--- config.mk ---
export PLATFORM = sky130hd
export DESIGN_NAME = rmw_unit
export DESIGN_NICKNAME = d
export VERILOG_FILES = /design/src/rtl/rmw_pkg.sv /design/src/rtl/rmw_shifter.sv /design/src/rtl/rmw_arith.sv /design/src/rtl/rmw_mult.sv /design/src/rtl/rmw_unit.sv
export SDC_FILE = /design/constraint.sdc
export NUM_CORES = 1
export LEC_CHECK = 0
export ABC_AREA = 1
export CAP_MARGIN = 0
export CORE_MARGIN = 1
export CORE_UTILIZATION = 30
export CTS_CLUSTER_DIAMETER = 150
export DETAILED_ROUTE_END_ITERATION = 8
export GPL_TIMING_DRIVEN = 0
export HOLD_SLACK_MARGIN = 0.08
export PLACE_DENSITY_LB_ADDON = 0.1
export SYNTH_ARGS = -nofsm -noshare
export SYNTH_HDL_FRONTEND = slang
export SYNTH_SLANG_ARGS = --single-unit
--- constraint.sdc ---
create_clock -name clk -period 14.7 [get_ports clk]
set_input_delay 2.94 -clock clk [delete_from_list [all_inputs] [get_ports clk]]
set_output_delay 2.94 -clock clk [all_outputs]
set_load 0.01 [all_outputs]
--- src/rtl/rmw_pkg.sv ---
package rmw_pkg;

    typedef enum logic [3:0] {
        OP_NEG  = 4'h0,
        OP_RSV1 = 4'h1,
        OP_RSV2 = 4'h2,
        OP_CPL  = 4'h3,
        OP_SRL  = 4'h4,
        OP_RSV5 = 4'h5,
        OP_RRC  = 4'h6,
        OP_SRA  = 4'h7,
        OP_SLL  = 4'h8,
        OP_RLC  = 4'h9,
        OP_DEC  = 4'hA,
        OP_RSVB = 4'hB,
        OP_INC  = 4'hC,
        OP_TNZ  = 4'hD,
        OP_SWAP = 4'hE,
        OP_CLR  = 4'hF
    } rmw_op_e;

    typedef struct packed {
        logic n;
        logic z;
        logic c;
        logic n_we;
        logic z_we;
        logic c_we;
    } rmw_flags_t;

    function automatic logic op_is_reserved(rmw_op_e op);
        return (op == OP_RSV1) || (op == OP_RSV2) ||
               (op == OP_RSV5) || (op == OP_RSVB);
    endfunction

    function automatic logic op_writes_carry(rmw_op_e op);
        return (op == OP_NEG) || (op == OP_SRL) || (op == OP_RRC) ||
               (op == OP_SRA) || (op == OP_SLL) || (op == OP_RLC);
    endfunction

endpackage

--- src/rtl/rmw_shifter.sv ---
module rmw_shifter
    import rmw_pkg::*;
#(
    parameter int W = 8
) (
    input  rmw_op_e        op,
    input  logic [W-1:0]   x,
    input  logic           cin,
    output logic [W-1:0]   y,
    output logic           cout,
    output logic           hit
);
    localparam int H = W / 2;

    always_comb begin
        y    = x;
        cout = cin;
        hit  = 1'b1;
        unique case (op)
            OP_SRL: begin
                y    = {1'b0, x[W-1:1]};
                cout = x[0];
            end
            OP_SRA: begin
                y    = {x[W-1], x[W-1:1]};
                cout = x[0];
            end
            OP_RRC: begin
                y    = {cin, x[W-1:1]};
                cout = x[0];
            end
            OP_SLL: begin
                y    = {x[W-2:0], 1'b0};
                cout = x[W-1];
            end
            OP_RLC: begin
                y    = {x[W-2:0], cin};
                cout = x[W-1];
            end
            OP_SWAP: begin
                y    = {x[H-1:0], x[W-1:H]};
            end
            default: begin
                hit  = 1'b0;
            end
        endcase
    end

endmodule

--- src/rtl/rmw_arith.sv ---
module rmw_arith
    import rmw_pkg::*;
#(
    parameter int W = 8
) (
    input  rmw_op_e        op,
    input  logic [W-1:0]   x,
    input  logic           cin,
    output logic [W-1:0]   y,
    output logic           cout
);
    localparam logic [W-1:0] ONE  = {{(W-1){1'b0}}, 1'b1};
    localparam logic [W-1:0] ZERO = '0;

    always_comb begin
        y    = x;
        cout = cin;
        unique case (op)
            OP_NEG: begin
                y    = ZERO - x;
                cout = |x;
            end
            OP_CPL:  y = ~x;
            OP_DEC:  y = x - ONE;
            OP_INC:  y = x + ONE;
            OP_TNZ:  y = x;
            OP_CLR:  y = ZERO;
            default: y = x;
        endcase
    end

endmodule

--- src/rtl/rmw_mult.sv ---
module rmw_mult #(
    parameter int W = 8
) (
    input  logic [W-1:0]     a,
    input  logic [W-1:0]     b,
    output logic [2*W-1:0]   p
);
    localparam int PW = 2 * W;

    logic [PW-1:0] pp [W];

    for (genvar i = 0; i < W; i++) begin : g_pp
        assign pp[i] = b[i] ? ({{W{1'b0}}, a} << i) : {PW{1'b0}};
    end

    always_comb begin
        p = '0;
        for (int i = 0; i < W; i++) begin
            p = p + pp[i];
        end
    end

endmodule

--- src/rtl/rmw_unit.sv ---
module rmw_unit
    import rmw_pkg::*;
#(
    parameter int W = 8
) (
    input  logic           clk,
    input  logic           rst_n,
    input  logic           valid_i,
    input  logic           mul_i,
    input  logic [3:0]     op_i,
    input  logic [W-1:0]   opnd_i,
    input  logic [W-1:0]   idx_i,
    input  logic           carry_i,
    output logic           valid_o,
    output logic [W-1:0]   result_o,
    output logic [W-1:0]   result_hi_o,
    output logic           wb_o,
    output logic           wb_hi_o,
    output logic           illegal_o,
    output logic           n_o,
    output logic           z_o,
    output logic           c_o,
    output logic           n_we_o,
    output logic           z_we_o,
    output logic           c_we_o
);
    localparam int PW = 2 * W;

    typedef struct packed {
        logic [W-1:0] res;
        logic [W-1:0] hi;
        logic         wb;
        logic         wb_hi;
        logic         ill;
        logic         vld;
        rmw_flags_t   fl;
    } stage_t;

    rmw_op_e       op;
    logic [W-1:0]  sh_y, ar_y, sel_y;
    logic          sh_c, ar_c, sel_c, sh_hit;
    logic [PW-1:0] prod;
    stage_t        stage_d, stage_q;

    assign op = rmw_op_e'(op_i);

    rmw_shifter #(.W(W)) u_shift (
        .op   (op),
        .x    (opnd_i),
        .cin  (carry_i),
        .y    (sh_y),
        .cout (sh_c),
        .hit  (sh_hit)
    );

    rmw_arith #(.W(W)) u_arith (
        .op   (op),
        .x    (opnd_i),
        .cin  (carry_i),
        .y    (ar_y),
        .cout (ar_c)
    );

    rmw_mult #(.W(W)) u_mult (
        .a (opnd_i),
        .b (idx_i),
        .p (prod)
    );

    assign sel_y = sh_hit ? sh_y : ar_y;
    assign sel_c = sh_hit ? sh_c : ar_c;

    always_comb begin
        stage_d = '0;
        if (valid_i) begin
            stage_d.vld = 1'b1;
            if (mul_i) begin
                stage_d.res     = prod[W-1:0];
                stage_d.hi      = prod[PW-1:W];
                stage_d.wb      = 1'b1;
                stage_d.wb_hi   = 1'b1;
                stage_d.fl.c_we = 1'b1;
                stage_d.fl.c    = 1'b0;
            end else if (op_is_reserved(op)) begin
                stage_d.ill     = 1'b1;
            end else begin
                stage_d.res     = sel_y;
                stage_d.wb      = (op != OP_TNZ);
                stage_d.fl.n_we = 1'b1;
                stage_d.fl.z_we = 1'b1;
                stage_d.fl.n    = sel_y[W-1];
                stage_d.fl.z    = (sel_y == '0);
                stage_d.fl.c_we = op_writes_carry(op);
                stage_d.fl.c    = op_writes_carry(op) & sel_c;
            end
        end
    end

    always_ff @(posedge clk) begin
        if (!rst_n) begin
            stage_q <= '0;
        end else begin
            stage_q <= stage_d;
        end
    end

    assign valid_o     = stage_q.vld;
    assign result_o    = stage_q.res;
    assign result_hi_o = stage_q.hi;
    assign wb_o        = stage_q.wb;
    assign wb_hi_o     = stage_q.wb_hi;
    assign illegal_o   = stage_q.ill;
    assign n_o         = stage_q.fl.n;
    assign z_o         = stage_q.fl.z;
    assign c_o         = stage_q.fl.c;
    assign n_we_o      = stage_q.fl.n_we;
    assign z_we_o      = stage_q.fl.z_we;
    assign c_we_o      = stage_q.fl.c_we;

endmodule

==> metrics.md, run 1 <==
| Metric | Value |
|---|---|
| Status | `completed` |
| Commonest cells after routing, fill and taps aside | `nand2_1, inv_1, clkdlybuf4s50_1` |
| Synthesis Warnings | `0` |
| First-pass DRT Iterations | `4` |
| FF+latch count, synth | `25` |
| CP max stage cell | `clkdlybuf4s50_1` |
| Actual slew at the worst max-slew pin | `0.602 ns` |
| GR Util All Layers | `16.4%` |
| Fmax | `132 MHz` |
| CP max stage delay | `0.64 ns` |
| DP Worst Slack | `6.88 ns` |
| Vias/cell | `4.60` |
| Worst-path cell chain | `clkdlybuf4s50_1 -> clkbuf_1 -> nand2_1 -> inv_1 -> fa_1 -> fa_1 -> fa_1 -> inv_1 -> fa_1 -> inv_1 -> ha_1 -> a21oi_1 -> o21ai_0 -> a21oi_1 -> o21ai_0 -> a21oi_1 -> o21a_1` |
| Hold Crit Depth | `3` |
| Crit path top cell by count | `fa_1` |
| Final Cycle Share | `51.5%` |
| Core ar. | `0.0126 mm^2` |
| Starting Density | `30.7%` |
| Distinct cells, synth | `31` |
| Prevailing post-synth register cell | `dfxtp_1` |
| Vias in the first global route | `3546` |
| Setup_tns | `0 ns` |
| Io pins | `51` |
| Cell row count | `41` |
| Antenna violations before repair | `0` |
| Cell area after technology mapping | `0.00387 mm^2` |
| CTS sink cnt | `25` |
| CTS root buf | `clkbuf_16` |
| Die Area | `0.0134 mm^2` |
| Fin crit period | `7.56 ns` |
| Nets | `744` |
| Synthesized net count | `697` |
| CTS Hold Bufs | `0` |
| Critical path data arrival time | `roughly 7.8 ns` |
| Max IR drop VDD | `0.0000500 V` |
| CTS Buffer Depth | `2` |
| RSZ-0062 raised after global routing | `no` |
| GP Congestion | `0.884` |
| Crit path required time | `14.90 ns` |
| Post-synthesis sequential area ratio | `between 10% and 20%` |
| Final ANT Viol Nets | `0` |
| Hold EP | `result_o[0]` |
| Largest net degree at the start of global routing | `17` |
| Syn avg cell area | `6.50 um^2` |
| Mapped Cells | `595` |
| LEAKAGE | `2.59 nW` |
| Final hold violations | `0` |
| Setup bufs post-CTS | `0` |
| Crit-path max FO | `10` |
| Post-synth EDFFs | `0` |
| Max Slew Vio Count | `0` |
| Die width | `116 um` |
| DRC viols | `0` |
| Reg clk slew, reported paths | `around 0.060 ns` |
| Crit-path leading delay family | `adder cells` |
| Rel. slew slack | `59.8%` |
| Resized cells post-CTS | `0` |
| Post-DP HPWL | `8710 um` |
| WL per Instance | `roughly 13 um` |
| Max cap viols | `0` |
| Worst min-delay path category | `in -> reg` |
| Commonest non-fill, non-tap cell in the layout | `nand2_1` |
| GRT Residual Overflow | `0` |
| Final Routed Wirelength | `about 10000 um` |
| Initial DRC Count | `between 150 and 200` |
| Setup Viol. Count Final | `0` |
| Share of layout cells above drive strength 1 | `between 3 and 4%` |
| Setup crit end kind | `register` |
| Routed via count | `between 3k and 4k` |
| Hold_sp | `idx_i[0]` |
| CTS tree | `yes` |
| Cell Pwr Density | `84.6 mW/mm^2` |
| Critical path class | `in -> reg` |
| Pwr Total | `~0.00039 W` |
| Die height | `116 um` |
| Port bufs | `42` |
| N_diodes | `0` |
| Max H-tree Level | `1` |
| CP bufs+invs | `5` |
| Setup slack after layout | `around 7.1 ns` |
| Fillers | `1449` |
| TritonCTS buffer count | `3` |
| Crit start category | `input pin` |
| First-pass GRT wire length | `17300 um` |
| Asr flop ratio synth | `0%` |
| Synth-to-Final Area Change | `18.6%` |
## synth_stat cells (3+ instances only)
cell type / count / area (um^2)
nand2_1: 188 / 706
clkbuf_1: 9 / 33.8
xor2_1: 3 / 26.3
dfxtp_1: 25 / 500
fa_1: 39 / 781
a21oi_1: 28 / 140
nor3_1: 5 / 25.0
inv_1: 125 / 469
o22ai_1: 4 / 25.0
clkbuf_2: 8 / 40.0
nand4_1: 5 / 31.3
nor2_1: 41 / 154
o21ai_0: 24 / 120
nand3_1: 31 / 155
ha_1: 38 / 475
## metrics by stage
stage,hold slack (ns),std cells,util (%),area (um^2)
after floorplan,3.02,595,-,3870
after global placement,3.36,809,35.7,4510
after detailed placement,3.37,809,35.7,4510
after CTS,3.10,813,36.4,4590
after global routing,3.14,813,36.4,4590
final,3.10,813,36.4,4590
## layer usage
metal  vias up  track usage, %  wire length (um)
met1      1737            23.7              5240
met5         -               0                 0
met3         8            1.36               415
met2        83            26.2              4600
met4         0            4.24               115
li1       1911               -                 -
## how the worst max path moves through the flow
stage	startpoint	to	slack, ns	cells past startpoint
floorplan	opnd_i[2]	result_hi_o[5]	8.04	18
finish	opnd_i[5]	result_hi_o[5]	7.14	17
global placement	opnd_i[2]	result_hi_o[5]	6.92	17
detailed placement	opnd_i[5]	result_hi_o[5]	6.88	17
CTS	opnd_i[3]	result_hi_o[5]	7.13	17
global route	opnd_i[5]	result_hi_o[5]	6.83	17
## flip-flops by register name, summed over array words and instances (netlist names)
name         flops
c_o              1
c_we_o           1
illegal_o        1
n_o              1
n_we_o           1
result_hi_o      8
result_o         8
valid_o          1
wb_hi_o          1
wb_o             1
z_o              1
## where the power goes
part           switching, W  leakage, nW  internal [W]
combinational      0.000153         2.35     0.0000985
sequential       0.00000147        0.204     0.0000746
clock             0.0000237       0.0415     0.0000375
total              0.000178         2.59      0.000211
## logic make-up after synthesis
logic type	after synthesis	share of synthesized area, %
and+or+nand+nor	281	30.3
xor gates and xnor gates	3	0.679
buffers and inverters	143	14.2
DFF	25	12.9
AOI/OAI and AO/OA	66	9.41
adders and majority gates	77	32.5
## layout make-up
cell class	count	area, um^2	share of cell area (%)
buffer	18	81.3	1.77
clock buffer	3	75.1	1.64
clock inverter	1	8.76	0.191
inverter	125	469	10.2
multi-input combinational	427	2820	61.4
sequential	25	500	10.9
tap	172	215	4.69
timing repair buffer	42	420	9.16
Power figures use the tool's default switching activity.
==> run 2: changes to the inputs <==
==> constraint.sdc (replaced) <==
create_clock -name clk -period 6.9 [get_ports clk]
set_input_delay 1.38 -clock clk [delete_from_list [all_inputs] [get_ports clk]]
set_output_delay 1.38 -clock clk [all_outputs]
set_load 0.01 [all_outputs]
==> results of run 2 <==
The final DEF is identical to that of run 1. Status: completed.
Among the figures that moved: setup slack after placement 6.88 ns -> 0.645 ns; setup slack after layout 7.14 ns -> 0.896 ns; hold slack 3.10 ns -> 1.54 ns; total power 0.000388 W -> 0.000828 W; worst IR drop on VDD 0.0000500 V -> 0.000106 V
==> run 3: changes to the inputs <==
--- a/config.mk
+++ b/config.mk
@@ -14,6 +14,7 @@
 export GPL_TIMING_DRIVEN = 0
 export HOLD_SLACK_MARGIN = 0.08
 export PLACE_DENSITY_LB_ADDON = 0.1
+export REMOVE_ABC_BUFFERS = 1
 export SYNTH_ARGS = -nofsm -noshare
 export SYNTH_HDL_FRONTEND = slang
 export SYNTH_SLANG_ARGS = --single-unit
==> run 3 against run 2 <==
Sequential share of layout area about the same. Count of clock-buffer cells in the layout unchanged. Via count down 1.7%. Fmax up 3.3%. Critical path type unchanged. Highest routed layer unchanged.
==> metrics.md, run 3 (synthesis results as in run 1) <==
| Metric | Value |
|---|---|
| Post-DP HPWL | `8320 um` |
| Min Hold Slack | `1.78 ns` |
| Vias in the first global route | `between 3k and 4k` |
| Io pins | `51` |
| Setup slack after layout | `1.09 ns` |
| Pwr Total | `0.000815 W` |
| Setup_tns | `0 ns` |
| Commonest non-fill, non-tap cell in the layout | `nand2_1` |
| Crit-path max FO | `16` |
| Worst-path cell chain | `clkdlybuf4s50_1 -> nand2_1 -> inv_1 -> fa_1 -> inv_1 -> fa_1 -> inv_1 -> fa_1 -> inv_1 -> fa_1 -> inv_1 -> ha_1 -> nand2_1 -> o21ai_0 -> a21oi_1 -> o21ai_0 -> a21oi_1 -> o21a_1` |
| TritonCTS buffer count | `3` |
| Final ANT Viol Nets | `0` |
| Fillers | `1389` |
| Die Area | `0.0134 mm^2` |
| First-pass DRT Iterations | `4` |
| Fmax | `172 MHz` |
| Die height | `116 um` |
| Final Routed Wirelength | `slightly above 10000 um` |
| Hold Crit Depth | `2` |
| Initial DRC Count | `between 150 and 200` |
| Sequential share of power | `19.9%` |
| Crit path required time | `7.05 ns` |
| Cell row count | `41` |
| Final hold violations | `0` |
| Rel. slew slack | `roughly 51%` |
| Die width | `116 um` |
| GRT Residual Overflow | `0` |
| Hold_sp | `mul_i` |
| Crit path top cell by count | `inv_1` |
| CTS Hold Bufs | `0` |
| Antenna violations before repair | `0` |
| CP bufs+invs | `6` |
| RSZ-0062 raised after global routing | `no` |
| Crit start category | `input pin` |
| WL per Instance | `12.6 um` |
| Vias/cell | `~4.6` |
| Resized cells post-CTS | `0` |
| LEAKAGE | `2.57 nW` |
| Largest net degree at the start of global routing | `18` |
| Cell Pwr Density | `about 180 mW/mm^2` |
| Routed via count | `3676` |
| Setup Viol. Count Final | `0` |
| Max IR drop VDD | `0.0000925 V` |
| GR Util All Layers | `16.5%` |
| CP max stage delay | `0.79 ns` |
| CTS Buffer Depth | `2` |
| N_diodes | `0` |
| Pint | `around 0.00045 W` |
| Max cap viols | `0` |
| CTS root buf | `clkbuf_16` |
| Status | `completed` |
| Comb pwr share | `64.5%` |
| Reg clk slew, reported paths | `0.06 ns` |
| Actual slew at the worst max-slew pin | `0.732 ns` |
| Port bufs | `50` |
| Commonest cells after routing, fill and taps aside | `nand2_1, inv_1, clkdlybuf4s50_1` |
| Worst min-delay path category | `in -> reg` |
| GP Congestion | `between 0.8 and 0.9` |
| Nets | `734` |
| Starting Density | `30.7%` |
| Share of layout cells above drive strength 1 | `1.90%` |
| Net Sw Power | `0.000369 W` |
| Setup crit end kind | `register` |
| CTS tree | `yes` |
| Critical path class | `in -> reg` |
| CP max stage cell | `clkdlybuf4s50_1` |
| Fin crit period | `5.81 ns` |
| Synth-to-Final Area Change | `18.5%` |
| DRC viols | `0` |
| CTS sink cnt | `25` |
| Critical path data arrival time | `5.96 ns` |
| First-pass GRT wire length | `between 15000 and 20000 um` |
| Setup bufs post-CTS | `0` |
| DP Worst Slack | `0.767 ns` |
| Max Slew Vio Count | `0` |
| Final Cycle Share | `84.2%` |
| Core ar. | `0.0126 mm^2` |
| Switching Fraction | `45.3%` |
| Instance count on the critical path | `18` |
| Max H-tree Level | `1` |
| Hold EP | `illegal_o` |
| Crit-path leading delay family | `adder cells` |
| Part of the power in the clock network | `15.6%` |
[run 3: power groups by stage]
stage	logic, W	registers, W	clock network, W
3_5_place_dp	0.000525	0.000165	0
2_1_floorplan	0.000358	0.000174	0
4_1_cts	0.000531	0.000162	0.000134
3_3_place_gp	0.000525	0.000165	0
6_report	0.000526	0.000162	0.000127
5_1_grt	0.000618	0.000163	0.000139
[run 3: layout make-up]
| class | instances | area, um^2 | share of cell area, % |
|---|---|---|---|
| clock buffers | 3 | 75.1 | 1.64 |
| clock inverters | 1 | 7.51 | 0.164 |
| well taps | 172 | 215 | 4.69 |
| flip-flops and latches | 25 | 500 | 10.9 |
| inverters | 125 | 469 | 10.2 |
| multi-input cells | 427 | 2820 | 61.5 |
| repair buffers | 50 | 500 | 10.9 |
[run 3: how the worst max path moves through the flow]
stage	slack [ns]	to	start
3_5_place_dp	0.77	result_hi_o[5]	opnd_i[2]
4_1_cts	1.05	result_hi_o[5]	opnd_i[2]
5_1_grt	0.70	result_hi_o[5]	opnd_i[2]
2_1_floorplan	2.00	result_hi_o[5]	idx_i[7]
6_report	1.09	result_hi_o[5]	opnd_i[2]
3_3_place_gp	0.79	result_hi_o[4]	opnd_i[2]
[run 3: through the flow]
step           utilization (%)  std cells  instance area (um^2)
2_1_floorplan                -        577                  3790
3_3_place_gp              35.7        799                  4500
3_5_place_dp              35.7        799                  4500
4_1_cts                   36.3        803                  4590
5_1_grt                   36.3        803                  4590
6_report                  36.3        803                  4590
[run 3: per-layer routing]
metal	track usage [%]	vias up	wire (um)
li1	-	1892	-
met4	4.76	0	172
met1	22.8	1677	5040
met3	0.889	12	431
met2	27.7	95	4500
met5	0	-	0
